File: src/rtl/board_irq_pkg.sv
package board_irq_pkg;

  localparam int NUM_SRC = 13;
  localparam int WORD_W  = 16;
  localparam int ADDR_W  = 6;
  localparam int LVL_W   = 4;

  localparam logic [ADDR_W-1:0] OFS_MASK    = 6'h00;
  localparam logic [ADDR_W-1:0] OFS_POWER   = 6'h30;
  localparam logic [ADDR_W-1:0] OFS_VERSION = 6'h32;
  localparam logic [ADDR_W-1:0] OFS_PORT    = 6'h36;

  localparam logic [WORD_W-1:0] VERSION_VALUE = 16'h0010;

  typedef enum logic [2:0] {
    RD_ZERO,
    RD_MASK,
    RD_PORT,
    RD_VERSION
  } rdSel_e;

  // Strobes handed from bus control to the datapath each cycle
  typedef struct packed {
    logic   maskWr;
    logic   portWr;
    logic   rdEn;
    rdSel_e rdSel;
  } busStrobe_t;

  // Position of each source in the pending / mask word
  function automatic int srcBit(input int idx);
    case (idx)
      0:       return 9;
      1:       return 8;
      2:       return 12;
      3:       return 11;
      4:       return 10;
      5:       return 6;
      6:       return 5;
      7:       return 4;
      8:       return 7;
      9:       return 14;
      10:      return 13;
      11:      return 0;
      default: return 15;
    endcase
  endfunction

  // Priority level of each source; lower number is more urgent
  function automatic int srcLevel(input int idx);
    case (idx)
      0:       return 1;
      1:       return 2;
      2:       return 3;
      3:       return 0;
      4:       return 4;
      5:       return 5;
      6:       return 6;
      7:       return 7;
      8:       return 8;
      9:       return 9;
      10:      return 10;
      11:      return 11;
      default: return 12;
    endcase
  endfunction

endpackage

File: src/rtl/board_irq_ctrl.sv
module board_irq_ctrl
  import board_irq_pkg::*;
#(
  parameter int AW = ADDR_W,
  parameter int DW = WORD_W
) (
  input  logic          clk,
  input  logic          rstN,
  input  logic          busValid,
  input  logic          busWrite,
  input  logic [AW-1:0] busAddr,
  input  logic [DW-1:0] busWdata,
  output busStrobe_t    strobe,
  output logic          powerOffReq
);

  logic wrReq;
  logic rdReq;
  logic powerHit;

  assign wrReq = busValid && busWrite;
  assign rdReq = busValid && !busWrite;

  always_comb begin
    strobe        = '0;
    strobe.rdSel  = RD_ZERO;
    strobe.rdEn   = rdReq;
    powerHit      = 1'b0;
    unique case (busAddr)
      OFS_MASK: begin
        strobe.maskWr = wrReq;
        strobe.rdSel  = RD_MASK;
      end
      OFS_PORT: begin
        strobe.portWr = wrReq;
        strobe.rdSel  = RD_PORT;
      end
      OFS_VERSION: begin
        strobe.rdSel  = RD_VERSION;
      end
      OFS_POWER: begin
        powerHit      = wrReq && busWdata[0];
      end
      default: begin
        strobe.rdSel  = RD_ZERO;
      end
    endcase
  end

  always_ff @(posedge clk) begin
    if (!rstN) powerOffReq <= 1'b0;
    else       powerOffReq <= powerHit;
  end

  // a power-off write with bit 0 clear never raises the request
  a_r9_no_spurious_off: assert property (@(posedge clk) disable iff (!rstN)
    (wrReq && busAddr == OFS_POWER && !busWdata[0]) |=> !powerOffReq);

  // a request is always preceded by a bus write
  a_r9_off_needs_write: assert property (@(posedge clk) disable iff (!rstN)
    powerOffReq |-> $past(wrReq));

  // at most one register is written per request
  a_r10_single_target: assert property (@(posedge clk) disable iff (!rstN)
    $onehot0({strobe.maskWr, strobe.portWr, powerHit}));

endmodule

File: src/rtl/board_irq_dpath.sv
module board_irq_dpath
  import board_irq_pkg::*;
#(
  parameter int NS = NUM_SRC,
  parameter int DW = WORD_W,
  parameter int LW = LVL_W
) (
  input  logic          clk,
  input  logic          rstN,
  input  logic [NS-1:0] srcIn,
  input  busStrobe_t    strobe,
  input  logic [DW-1:0] wdata,
  output logic [DW-1:0] rdata,
  output logic [DW-1:0] outPort,
  output logic [LW-1:0] irlCode
);

  localparam int NUM_LVL = 1 << LW;
  localparam logic [LW-1:0] IDLE_LVL = {LW{1'b1}};

  logic [DW-1:0]      monitorQ;
  logic [DW-1:0]      monitorNext;
  logic [DW-1:0]      maskQ;
  logic [DW-1:0]      maskNext;
  logic [DW-1:0]      activeNext;
  logic [NUM_LVL-1:0] byLevel;
  logic [LW-1:0]      selLvl;

  // Scatter the source lines into the pending word
  always_comb begin
    monitorNext = '0;
    for (int i = 0; i < NS; i++) begin
      monitorNext[srcBit(i)] = srcIn[i];
    end
  end

  assign maskNext   = strobe.maskWr ? wdata : maskQ;
  assign activeNext = monitorNext & maskNext;

  // Gather active sources by their priority level
  always_comb begin
    byLevel = '0;
    for (int i = 0; i < NS; i++) begin
      byLevel[srcLevel(i)] = byLevel[srcLevel(i)] | activeNext[srcBit(i)];
    end
  end

  // Lowest set level wins; idle level when none
  always_comb begin
    selLvl = IDLE_LVL;
    for (int l = NUM_LVL - 2; l >= 0; l--) begin
      if (byLevel[l]) selLvl = LW'(l);
    end
  end

  always_ff @(posedge clk) begin
    if (!rstN) begin
      monitorQ <= '0;
      maskQ    <= '0;
      outPort  <= '0;
      irlCode  <= '0;
    end else begin
      monitorQ <= monitorNext;
      maskQ    <= maskNext;
      irlCode  <= selLvl ^ IDLE_LVL;
      if (strobe.portWr) outPort <= wdata;
    end
  end

  always_ff @(posedge clk) begin
    if (!rstN) begin
      rdata <= '0;
    end else if (strobe.rdEn) begin
      unique case (strobe.rdSel)
        RD_MASK:    rdata <= maskQ;
        RD_PORT:    rdata <= outPort;
        RD_VERSION: rdata <= VERSION_VALUE;
        default:    rdata <= '0;
      endcase
    end else begin
      rdata <= '0;
    end
  end

  // nothing enabled and pending means a zero code
  a_r4_idle_code: assert property (@(posedge clk) disable iff (!rstN)
    ((monitorQ & maskQ) == '0) |-> (irlCode == '0));

  // the level-0 source, when active, always drives the top code
  a_r3_top_level_wins: assert property (@(posedge clk) disable iff (!rstN)
    (monitorQ[srcBit(3)] && maskQ[srcBit(3)]) |-> (irlCode == IDLE_LVL));

  // a nonzero code implies some stored source is active
  a_r5_code_has_cause: assert property (@(posedge clk) disable iff (!rstN)
    (irlCode != '0) |-> ((monitorQ & maskQ) != '0));

  // the version read returns the fixed word
  a_r8_version_value: assert property (@(posedge clk) disable iff (!rstN)
    (strobe.rdEn && strobe.rdSel == RD_VERSION) |=> (rdata == VERSION_VALUE));

  // the port holds its value unless written
  a_r7_port_holds: assert property (@(posedge clk) disable iff (!rstN)
    !strobe.portWr |=> $stable(outPort));

endmodule

File: src/rtl/board_irq_top.sv
module board_irq_top
  import board_irq_pkg::*;
(
  input  logic                clk,
  input  logic                rstN,
  input  logic [NUM_SRC-1:0]  srcIn,
  input  logic                busValid,
  input  logic                busWrite,
  input  logic [ADDR_W-1:0]   busAddr,
  input  logic [WORD_W-1:0]   busWdata,
  output logic [WORD_W-1:0]   busRdata,
  output logic [WORD_W-1:0]   outPort,
  output logic                powerOffReq,
  output logic [LVL_W-1:0]    irlCode
);

  busStrobe_t strobe;

  board_irq_ctrl #(
    .AW(ADDR_W),
    .DW(WORD_W)
  ) ctrl_i (
    .clk        (clk),
    .rstN       (rstN),
    .busValid   (busValid),
    .busWrite   (busWrite),
    .busAddr    (busAddr),
    .busWdata   (busWdata),
    .strobe     (strobe),
    .powerOffReq(powerOffReq)
  );

  board_irq_dpath #(
    .NS(NUM_SRC),
    .DW(WORD_W),
    .LW(LVL_W)
  ) dpath_i (
    .clk    (clk),
    .rstN   (rstN),
    .srcIn  (srcIn),
    .strobe (strobe),
    .wdata  (busWdata),
    .rdata  (busRdata),
    .outPort(outPort),
    .irlCode(irlCode)
  );

endmodule

File: config.mk
export PLATFORM = sky130hd
export DESIGN_NAME = board_irq_top
export DESIGN_NICKNAME = d
export VERILOG_FILES = /design/src/rtl/board_irq_pkg.sv /design/src/rtl/board_irq_ctrl.sv /design/src/rtl/board_irq_dpath.sv /design/src/rtl/board_irq_top.sv
export SDC_FILE = /design/constraint.sdc
export NUM_CORES = 1
export LEC_CHECK = 0
export BUFFER_PORTS_ARGS = -buffer_cell sky130_fd_sc_hd__buf_2
export CAP_MARGIN = 40
export CORE_MARGIN = 3
export CORE_UTILIZATION = 50
export CTS_CLUSTER_SIZE = 28
export DETAILED_ROUTE_END_ITERATION = 12
export PLACE_DENSITY = 0.79
export SKIP_LAST_GASP = 1
export SLEW_MARGIN = 30
export SYNTH_ARGS = -nofsm -noshare
export SYNTH_HDL_FRONTEND = slang
export SYNTH_SLANG_ARGS = --single-unit
File: constraint.sdc
create_clock -name clk -period 2.4 [get_ports clk]
set_input_delay 0.48 -clock clk [delete_from_list [all_inputs] [get_ports clk]]
set_output_delay 0.48 -clock clk [all_outputs]
set_load 0.1 [all_outputs]
==> results of run 1 <==
## per-stage QoR
step | utilization (%) | setup slack, ns | std cells | cell area, sq um | power (uW)
after global placement | 64.9 | 0.187 | 381 | 2730 | 1010
after global routing | 68.1 | 0.256 | 389 | 2860 | 1730
after detailed placement | 64.9 | 0.124 | 381 | 2730 | 1010
final | 68.1 | 0.408 | 389 | 2860 | 1680
after floorplan | - | 0.495 | 261 | 2280 | 944
after CTS | 68.1 | 0.424 | 389 | 2860 | 1690
## where the power goes
group | internal [uW] | total (uW) | switching, uW
logic | 41.1 | 104 | 63.2
registers | 880 | 881 | 1.13
clock network | 414 | 691 | 277
total | 1340 | 1680 | 341
## area by class of cell
type,instances,area share [%]
multi-input cells,192,40.2
flip-flops and latches,53,37.1
repair buffers,85,15.7
clock buffers,5,2.41
clock inverters,3,2.27
well taps,50,2.19
inverters,1,0.131
## placed cells by master, fill, tap and decap left out, types with 2 or more instances in the layout
cell,n
sky130_fd_sc_hd__buf_2,75
sky130_fd_sc_hd__nand2_1,68
sky130_fd_sc_hd__dfxtp_1,53
sky130_fd_sc_hd__a21boi_0,27
sky130_fd_sc_hd__nor2_1,18
sky130_fd_sc_hd__a22oi_1,17
sky130_fd_sc_hd__buf_4,10
sky130_fd_sc_hd__and2_1,7
sky130_fd_sc_hd__mux2i_1,6
sky130_fd_sc_hd__nand3_1,5
sky130_fd_sc_hd__clkbuf_8,5
sky130_fd_sc_hd__mux2_2,4
sky130_fd_sc_hd__a21oi_1,4
sky130_fd_sc_hd__nor2b_1,3
sky130_fd_sc_hd__and3_1,3
sky130_fd_sc_hd__nand3b_1,2
sky130_fd_sc_hd__nor3_1,2
sky130_fd_sc_hd__a31oi_1,2
sky130_fd_sc_hd__a21boi_1,2
sky130_fd_sc_hd__nand4_1,2
sky130_fd_sc_hd__bufinv_16,2
## cell families (layout without fill, tap and decap cells)
family / count (synthesis) / count (layout) / synth area share, %
buf+inv: 16 / 94 / 3.29
compound gates: 65 / 65 / 21.6
mux: 11 / 11 / 5.26
simple gates: 116 / 116 / 23.4
flops: 53 / 53 / 46.4
## cells in the mapped netlist, drive strengths merged (2+ instances only)
library cell,number,area (sq um)
a31oi,2,12.5
buf,4,28.8
nand3b,2,15.0
nor2,18,67.6
dfxtp,53,1060
a22oi,17,128
nand4,2,12.5
a221oi,2,23.8
and2,7,43.8
nor3,2,10.0
clkbuf,11,42.5
mux2,5,60.1
nand2,69,262
nand3,5,25.0
a21oi,4,20.0
a21boi,29,218
nor2b,3,18.8
and3,3,18.8
mux2i,6,60.1
## how the worst max path moves through the flow
stage | start | endpoint | slack [ns] | depth (start not counted)
2_1_floorplan | busAddr[0] | dpath_i.irlCode[2] | 0.49 | 7
3_3_place_gp | busAddr[0] | dpath_i.irlCode[0] | 0.19 | 7
3_5_place_dp | busAddr[0] | dpath_i.irlCode[2] | 0.12 | 7
4_1_cts | busAddr[0] | dpath_i.irlCode[2] | 0.42 | 7
5_1_grt | busAddr[0] | dpath_i.irlCode[2] | 0.26 | 8
6_report | busAddr[0] | dpath_i.irlCode[2] | 0.41 | 7
## state kept, by name (all words and copies together), names as in the netlist
signal and count:
dpath_i.rdata 16, ctrl_i.powerOffReq 1, dpath_i.outPort 16, dpath_i.irlCode 4, dpath_i.maskQ 16
## per-layer routing
metal | vias up | share of wire [%] | track usage (%)
met2 | 78 | 46 | 34.9
met4 | 0 | 0.88 | 5.43
met1 | 989 | 45 | 31.0
met5 | - | 0 | 0
li1 | 1061 | - | -
met3 | 6 | 7.6 | 4.38
## critical path: cells and delay by family
family | cells | cell delay [ns]
simple gates | 3 | 0.75
compound gates | 2 | 0.50
buf+inv | 1 | 0.12
mux | 1 | 0.38
==> reports/summary.txt, run 1 <==
==================================================================================
Final setup violation count                                                      0
Final total negative setup slack                                              0 ns
Global-route wire length before repair                                9240 microns
PostCTS Resize Cnt                                                               0
Crit share post-route                                                        83.0%
Synthesis-to-finish area growth                                              25.2%
Clock insertion delay at the later pin of the skew report                  0.30 ns
Final worst clock skew                                                  0.00546 ns
Quantity of hold-fixing buffers added after cts                                  0
Number of buffers inserted by port buffering                                    75
Starting Density                                                             54.4%
Worst hold start                                                       busWdata[1]
Depth of the worst register-to-register path                                     6
H-tree levels                                                                    2
Worst flop-to-flop path startpoint                                    dpath_i.maskQ[10]
Run status                                                            complete, no violations
Post-CTS Setup Inserts                                                           0
Worst hold slack across all endpoints                                     0.437 ns
Element type at the critical path start                               primary input
Hold Vio Cnt, Final                                                              0
Initial DRC Count                                                              170
Worst-case vdd ir drop                                                    0.400 mV
Type of the setup path with the least slack                                 in2reg
Register area share after synthesis                                          46.4%
Wirelength, routed                                                    5820 microns
Standard-cell row count                                                         23
Area occupied by multi-input gates                                      1150 sq um
Estimated wirelength of the detail-placed design                      4290 microns
Largest net degree at the start of global routing                               38
TritonCTS Sinks                                                                 53
Largest stage delay, worst path                                            0.39 ns
Prevailing post-synth register cell                                   sky130_fd_sc_hd__dfxtp_1
Kind of path behind the tightest hold check                                 in2reg
CP max FO                                                                       11
Nets@finish                                                                    377
Number of buffers added by the clock tree synthesis step                         5
Die boundary width                                                    73.6 microns
Total power divided by cell area                                       586 nW/um^2
Slowest cell on crit path                                             sky130_fd_sc_hd__nor4_4
Core Region                                                             4200 sq um
GR Overflow Total                                                                0
Worst-margin pin slew                                                     0.752 ns
Hold Crit Endpoint                                                    dpath_i.outPort[1]
FILL cells                                                                     384
Leak                                                                    0.00122 uW
Number of cells traversed by the worst hold path                                 3
Vias in the first global route                                                1943
Share of final-layout standard cells stronger than drive strength 1          30.7%
Placer Congestion                                                            0.923
Critical path data required time                                           2.63 ns
Chip Height                                                           73.6 microns
Boundary Pins                                                                   76
Synthesized area per cell                                               8.75 sq um
Worst R2R Setup Slack                                                      0.99 ns
Number of antenna-violating nets in the routed design                            0
Crit-path cells                                                       buf_2, nor4_4, nand2_2, mux2_4, a221oi_2, nand2_1, a21boi_1
Worst EP arrival                                                           2.22 ns
Post-synth EDFFs                                                                 0
Setup repair after global routing missed its margin                          false
Share of synthesized flip-flops with an asynchronous set or reset               0%
Initial antenna violation count                                                  0
Fin crit period                                                            1.99 ns
Relative slew margins                                                        49.7%
Element type at the critical path end                                         flop
Seq cells post-synth                                                            53
Combined flip-flop and latch cell area                                  1060 sq um
Post-synthesis cell type count                                                  43
Post-synth net total                                                           300
Number of vias in the routed layout                                           2134
Total standard cell area after synthesis                                2280 sq um
Count of unresolved DRC violations after routing                                 0
Final-report max-slew violation count                                            0
WL per Instance                                                       15.0 microns
Endpoint of the worst-slack reg-to-reg timing path                    dpath_i.irlCode[2]
Yosys warning total                                                              0
Number of standard cells after synthesis                                       261
Highest achievable clock rate                                              502 MHz
Mean number of vias per cell                                                  5.49
CTS tree                                                                      done
Area of the die                                                         5420 sq um
Number of antenna repair diodes                                                  0
Overall fraction of global-route tracks in use                               22.1%
DRT Pass-1 Iters                                                                 4
CTS clock-pin slew for the worst setup and hold paths                      0.09 ns
Worst-case clock buffer depth                                                    2
Root buffer cell                                                      sky130_fd_sc_hd__clkbuf_8
Max-cap violation count                                                          0
==================================================================================
No activity file was read; power rests on OpenSTA's default activity.
==> run 2, diff against run 1 <==
==> constraint.sdc (replaced) <==
create_clock -name clk -period 2.04 [get_ports clk]
set_input_delay 0.408 -clock clk [delete_from_list [all_inputs] [get_ports clk]]
set_output_delay 0.408 -clock clk [all_outputs]
set_load 0.1 [all_outputs]
==> run 2 against run 1 <==
  * Combinational power is 21% higher
  * Critical path type unchanged
  * Hold slack worse by 0.071 ns
  * Power grew 2.6%
  * Final cell count rose by 1.0%
  * Flip-flop and latch count unchanged
  * Non-clock buffer count is 4 higher
  * Critical path depth up 1
==> reports/summary.txt, run 2 (synthesis gave the netlist of run 1 again) <==
==================================================================================
Number of buffers and inverters on the critical path                             2
Worst-case vdd ir drop                                                    0.405 mV
Number of buffers added by the clock tree synthesis step                         5
Hold Vio Cnt, Final                                                              0
Number of vias in the routed layout                                           2170
CP max FO                                                                       12
Leading registers by flop count                                       dpath_i.maskQ x16, dpath_i.outPort x16, dpath_i.rdata x16
CTS tree                                                                      done
PnR worst setup slack                                                     0.268 ns
Root buffer cell                                                      sky130_fd_sc_hd__clkbuf_8
Setup repair after global routing missed its margin                          false
Share of final-layout standard cells stronger than drive strength 1          30.6%
Core Region                                                             4200 sq um
DRT Pass-1 Iters                                                                 4
Chip Height                                                           73.6 microns
TritonCTS Sinks                                                                 53
Nets@finish                                                                    381
Worst EP arrival                                                           2.00 ns
Max-cap violation count                                                          0
GR Overflow Total                                                                0
Die boundary width                                                    73.6 microns
Initial antenna violation count                                                  0
CTS clock-pin slew for the worst setup and hold paths                      0.08 ns
Clock insertion delay at the later pin of the skew report                  0.30 ns
Fin crit period                                                            1.77 ns
Starting Density                                                             54.4%
Number of buffers inserted by port buffering                                    75
Element type at the critical path start                               primary input
Cell Count Post-Placement                                                      385
PostCTS Resize Cnt                                                               0
Vias in the first global route                                                1960
Post-route cell area                                                    2850 sq um
Most common cell after layout, fill and taps aside                    sky130_fd_sc_hd__buf_2
Slowest cell on crit path                                             sky130_fd_sc_hd__nor4_4
Met3 wire length                                                       440 microns
Relative slew margins                                                        48.8%
Largest net degree at the start of global routing                               38
Element type at the critical path end                                         flop
Worst-margin pin slew                                                     0.766 ns
Standard-cell row count                                                         23
Boundary Pins                                                                   76
FILL cells                                                                     375
Quantity of hold-fixing buffers added after cts                                  0
Largest stage delay, worst path                                            0.38 ns
Highest achievable clock rate                                              564 MHz
Count of unresolved DRC violations after routing                                 0
Mean number of vias per cell                                                  5.52
H-tree levels                                                                    2
Worst Setup Slack post-DPL                                              -0.0387 ns
Run status                                                            complete, no violations
Critical path data required time                                           2.26 ns
Type of the setup path with the least slack                                 in2reg
Synthesis-to-finish area growth                                              24.7%
Overall fraction of global-route tracks in use                               22.1%
Area of the die                                                         5420 sq um
Met1 layer wirelength in the final routing                            2620 microns
Fin cells                                                                      393
Crit-path cells                                                       buf_2, nor4_4, and2_1, buf_4, mux2i_1, a21o_1, nor2b_1, a21boi_0
Highest routed layer                                                          met4
Leak                                                                    0.00121 uW
Estimated wirelength of the detail-placed design                      4440 microns
Kind of path behind the tightest hold check                                 in2reg
Number of antenna repair diodes                                                  0
Initial DRC Count                                                              143
Metal2 WL                                                             2710 microns
Total power divided by cell area                                       604 nW/um^2
Placer Congestion                                                            0.992
Final setup violation count                                                      0
Post-CTS Setup Inserts                                                           0
WL per Instance                                                       15.0 microns
Top library cells by usage in the layout, fill and taps aside         sky130_fd_sc_hd__buf_2, sky130_fd_sc_hd__nand2_1, sky130_fd_sc_hd__dfxtp_1, sky130_fd_sc_hd__a21boi_0, sky130_fd_sc_hd__nor2_1
Final-report max-slew violation count                                            0
Wirelength, routed                                                    5880 microns
Global-route wire length before repair                                9220 microns
Number of antenna-violating nets in the routed design                            0
Worst hold slack across all endpoints                                     0.366 ns
Final Util                                                                   67.8%
Final worst clock skew                                                  0.00572 ns
Worst-case clock buffer depth                                                    2
Crit share post-route                                                        86.9%
Kind of cell adding the most delay to the critical path               simple AND/OR/NAND/NOR gates
Placement Cell Area                                                     2770 sq um
==================================================================================
==> run 2: layer usage <==
metal | GRT usage [%] | vias to the layer above
met5 | 0 | -
li1 | - | 1070
met4 | 8.45 | 0
met2 | 33.3 | 82
met3 | 4.79 | 10
met1 | 30.9 | 1008
==> run 2: power breakdown <==
group	total (uW)	leakage, uW	switching (uW)	internal (uW)
combinational	126	0.000748	75.9	50.5
sequential	1040	0.000427	1.32	1040
clock	557	0.0000395	313	244
total	1720	0.00121	390	1330
==> run 2: final timing paths <==
kind / from / endpoint / slack (ns) / depth (start not counted)
setup reg to reg: dpath_i.maskQ[10] / dpath_i.irlCode[2] / 0.73 / 6
setup / recovery: busAddr[0] / dpath_i.irlCode[3] / 0.27 / 8
hold / removal: busWdata[3] / dpath_i.outPort[3] / 0.37 / 3
hold reg to reg: dpath_i.outPort[15] / dpath_i.outPort[15] / 0.47 / 2
==> run 2: worst min-delay path, stage by stage <==
cell and delay (ns):
sky130_fd_sc_hd__buf_2 0.11, sky130_fd_sc_hd__nand2_1 0.05, sky130_fd_sc_hd__a21boi_0 0.06
==> run 2: through the flow <==
step	total power [uW]	setup TNS, ns
after CTS	1730	0
after global placement	1190	-0.0301
after floorplan	1110	0
after detailed placement	1190	-0.0930
after global routing	1780	0
final	1720	0
==> run 2: final cells by class <==
cell class | count | area (sq um) | share of cell area, %
clock buffer | 8 | 80.1 | 2.81
sequential | 53 | 1060 | 37.2
multi-input combinational | 192 | 1150 | 40.3
inverter | 1 | 3.75 | 0.132
tap | 50 | 62.6 | 2.20
timing repair buffer | 89 | 493 | 17.3
==> run 3, diff against run 2 <==
--- a/config.mk
+++ b/config.mk
@@ -7,7 +7,6 @@
 export LEC_CHECK = 0
 export BUFFER_PORTS_ARGS = -buffer_cell sky130_fd_sc_hd__buf_2
 export CAP_MARGIN = 40
-export CORE_MARGIN = 3
 export CORE_UTILIZATION = 50
 export CTS_CLUSTER_SIZE = 28
 export DETAILED_ROUTE_END_ITERATION = 12
==> run 3 against run 2 <==
  * Clock power rose by 33%
  * Final cell count rose by 3.3%
  * Combinational power rose by 6%
  * Non-clock buffer count rose by 11
  * Critical endpoint is now dpath_i.irlCode[1]
  * Register-to-register slack got worse by 0.10 ns
  * Clock skew fell by 0.00061 ns
==> reports/summary.txt, run 3 (synthesis gave the netlist of run 1 again) <==
==================================================================================
Mean number of vias per cell                                                  5.60
Area of the die                                                         4840 sq um
Boundary Pins                                                                   76
Initial antenna violation count                                                  0
Quantity of hold-fixing buffers added after cts                                  0
Part of the power in registers                                               54.3%
Relative slew margins                                                        67.7%
Kind of cell adding the most delay to the critical path               simple AND/OR/NAND/NOR gates
Kind of path behind the tightest hold check                                 in2reg
Worst-case vdd ir drop                                                    0.516 mV
Type of the setup path with the least slack                                 in2reg
Nets@finish                                                                    392
CTS clock-pin slew for the worst setup and hold paths                      0.10 ns
PostCTS Resize Cnt                                                               0
CP max FO                                                                        4
Worst-case clock buffer depth                                                    2
Run status                                                            complete, no violations
Post-CTS Setup Inserts                                                           0
Depth of the worst register-to-register path                                     5
Count of unresolved DRC violations after routing                                 0
WL per Instance                                                       14.9 microns
H-tree levels                                                                    2
FILL cells                                                                     354
Crit share post-route                                                        93.8%
Number of antenna repair diodes                                                  0
Largest stage delay, worst path                                            0.38 ns
Chip Height                                                           69.6 microns
Design internal power                                                      1490 uW
Fin crit period                                                            1.91 ns
DRT Pass-1 Iters                                                                 5
Final setup violation count                                                      0
Leak                                                                    0.00129 uW
Die boundary width                                                    69.6 microns
Placer Congestion                                                            0.916
Global-route wire length before repair                                9920 microns
Core Region                                                             4380 sq um
Final worst clock skew                                                  0.00511 ns
CTS tree                                                                      done
TritonCTS Sinks                                                                 53
Crit-path cells                                                       buf_2, nor4_4, and2_1, buf_4, mux2i_1, a21oi_1, a221o_1, a21oi_1
Estimated wirelength of the detail-placed design                      4480 microns
Slowest cell on crit path                                             sky130_fd_sc_hd__nor4_4
Final-report max-slew violation count                                            0
Starting Density                                                             52.1%
P_sw                                                                        417 uW
Number of cells traversed by the worst hold path                                 3
Cell Count Post-Placement                                                      398
Top library cells by usage in the layout, fill and taps aside         sky130_fd_sc_hd__buf_2, sky130_fd_sc_hd__nand2_1, sky130_fd_sc_hd__dfxtp_1, sky130_fd_sc_hd__a21boi_0, sky130_fd_sc_hd__buf_4
Number of buffers and inverters on the critical path                             2
Final total negative setup slack                                              0 ns
Number of antenna-violating nets in the routed design                            0
Highest achievable clock rate                                              522 MHz
Max-cap violation count                                                          0
Proportion of power drawn by the clock network                               38.7%
Proportion of total power due to net switching                               21.8%
Number of buffers inserted by port buffering                                    75
Worst EP arrival                                                           2.15 ns
Leading registers by flop count                                       dpath_i.maskQ x16, dpath_i.outPort x16, dpath_i.rdata x16
Standard-cell row count                                                         24
Combinational fraction of design power                                        7.0%
Overall power of the completed layout                                      1910 uW
Root buffer cell                                                      sky130_fd_sc_hd__clkbuf_8
Critical path data required time                                           2.28 ns
Worst-margin pin slew                                                     0.488 ns
Total power divided by cell area                                       643 nW/um^2
Element type at the critical path start                               primary input
Number of buffers added by the clock tree synthesis step                         5
Number of vias in the routed layout                                           2272
Largest net degree at the start of global routing                               38
Initial DRC Count                                                              135
Hold Vio Cnt, Final                                                              0
Vias in the first global route                                                2190
Element type at the critical path end                                         flop
Fin cells                                                                      406
Setup repair after global routing missed its margin                          false
Most frequent cell on the critical path                               sky130_fd_sc_hd__a21oi_1
Overall fraction of global-route tracks in use                               25.6%
Critical path depth                                                              8
Clock insertion delay at the later pin of the skew report                  0.30 ns
Wirelength, routed                                                    6040 microns
Most common cell after layout, fill and taps aside                    sky130_fd_sc_hd__buf_2
Synthesis-to-finish area growth                                              30.0%
Worst hold slack across all endpoints                                     0.356 ns
Share of final-layout standard cells stronger than drive strength 1          33.3%
GR Overflow Total                                                                0
==================================================================================
[run 3: path summary, 6_finish.rpt]
| check | slack, ns | end | startpoint |
|---|---|---|---|
| worst max-delay path | 0.13 | dpath_i.irlCode[1] | busAddr[0] |
| worst min-delay path | 0.36 | dpath_i.maskQ[1] | busWdata[1] |
| worst max register to register | 0.63 | dpath_i.irlCode[0] | dpath_i.maskQ[13] |
| worst min register to register | 0.47 | dpath_i.maskQ[1] | dpath_i.maskQ[1] |
[run 3: layout make-up]
| type | instances | area (sq um) | share of cell area [%] |
|---|---|---|---|
| well taps | 52 | 65.1 | 2.19 |
| clock inverters | 1 | 30.0 | 1.01 |
| multi-input cells | 192 | 1150 | 38.7 |
| clock buffers | 7 | 86.3 | 2.91 |
| inverters | 1 | 3.75 | 0.126 |
| flip-flops and latches | 53 | 1060 | 35.7 |
| repair buffers | 100 | 576 | 19.4 |
[run 3: metal layers]
metal | GRT usage (%) | share of wire, % | vias to the layer above
li1 | - | - | 1092
met1 | 31.5 | 42 | 1065
met2 | 43.5 | 50 | 104
met3 | 5.52 | 6.8 | 11
met4 | 10.4 | 1.8 | 0
met5 | 0 | 0 | -
[run 3: worst min-delay path: cells and delay by family]
kind / cells / cell delay [ns]
AO/OA/AOI/OAI: 1 / 0.06
AND/OR/NAND/NOR: 1 / 0.04
buffers and inverters: 1 / 0.11
[run 3: power groups by stage]
| stage | logic (uW) | clock network [uW] | registers [uW] |
|---|---|---|---|
| after floorplan | 38.6 | 0 | 1070 |
| after CTS | 131 | 743 | 1040 |
| after detailed placement | 131 | 0 | 1060 |
| after global routing | 143 | 789 | 1040 |
| final | 133 | 739 | 1040 |
| after global placement | 129 | 0 | 1060 |
[run 3: per-stage QoR]
step / cell area, sq um / utilization [%] / setup slack, ns
finish: 2970 / 67.8 / 0.126
global route: 2970 / 67.8 / 0.106
CTS: 2970 / 67.8 / 0.152
detailed placement: 2850 / 65.1 / -0.0955
global placement: 2850 / 65.1 / -0.0659
floorplan: 2280 / - / 0.207
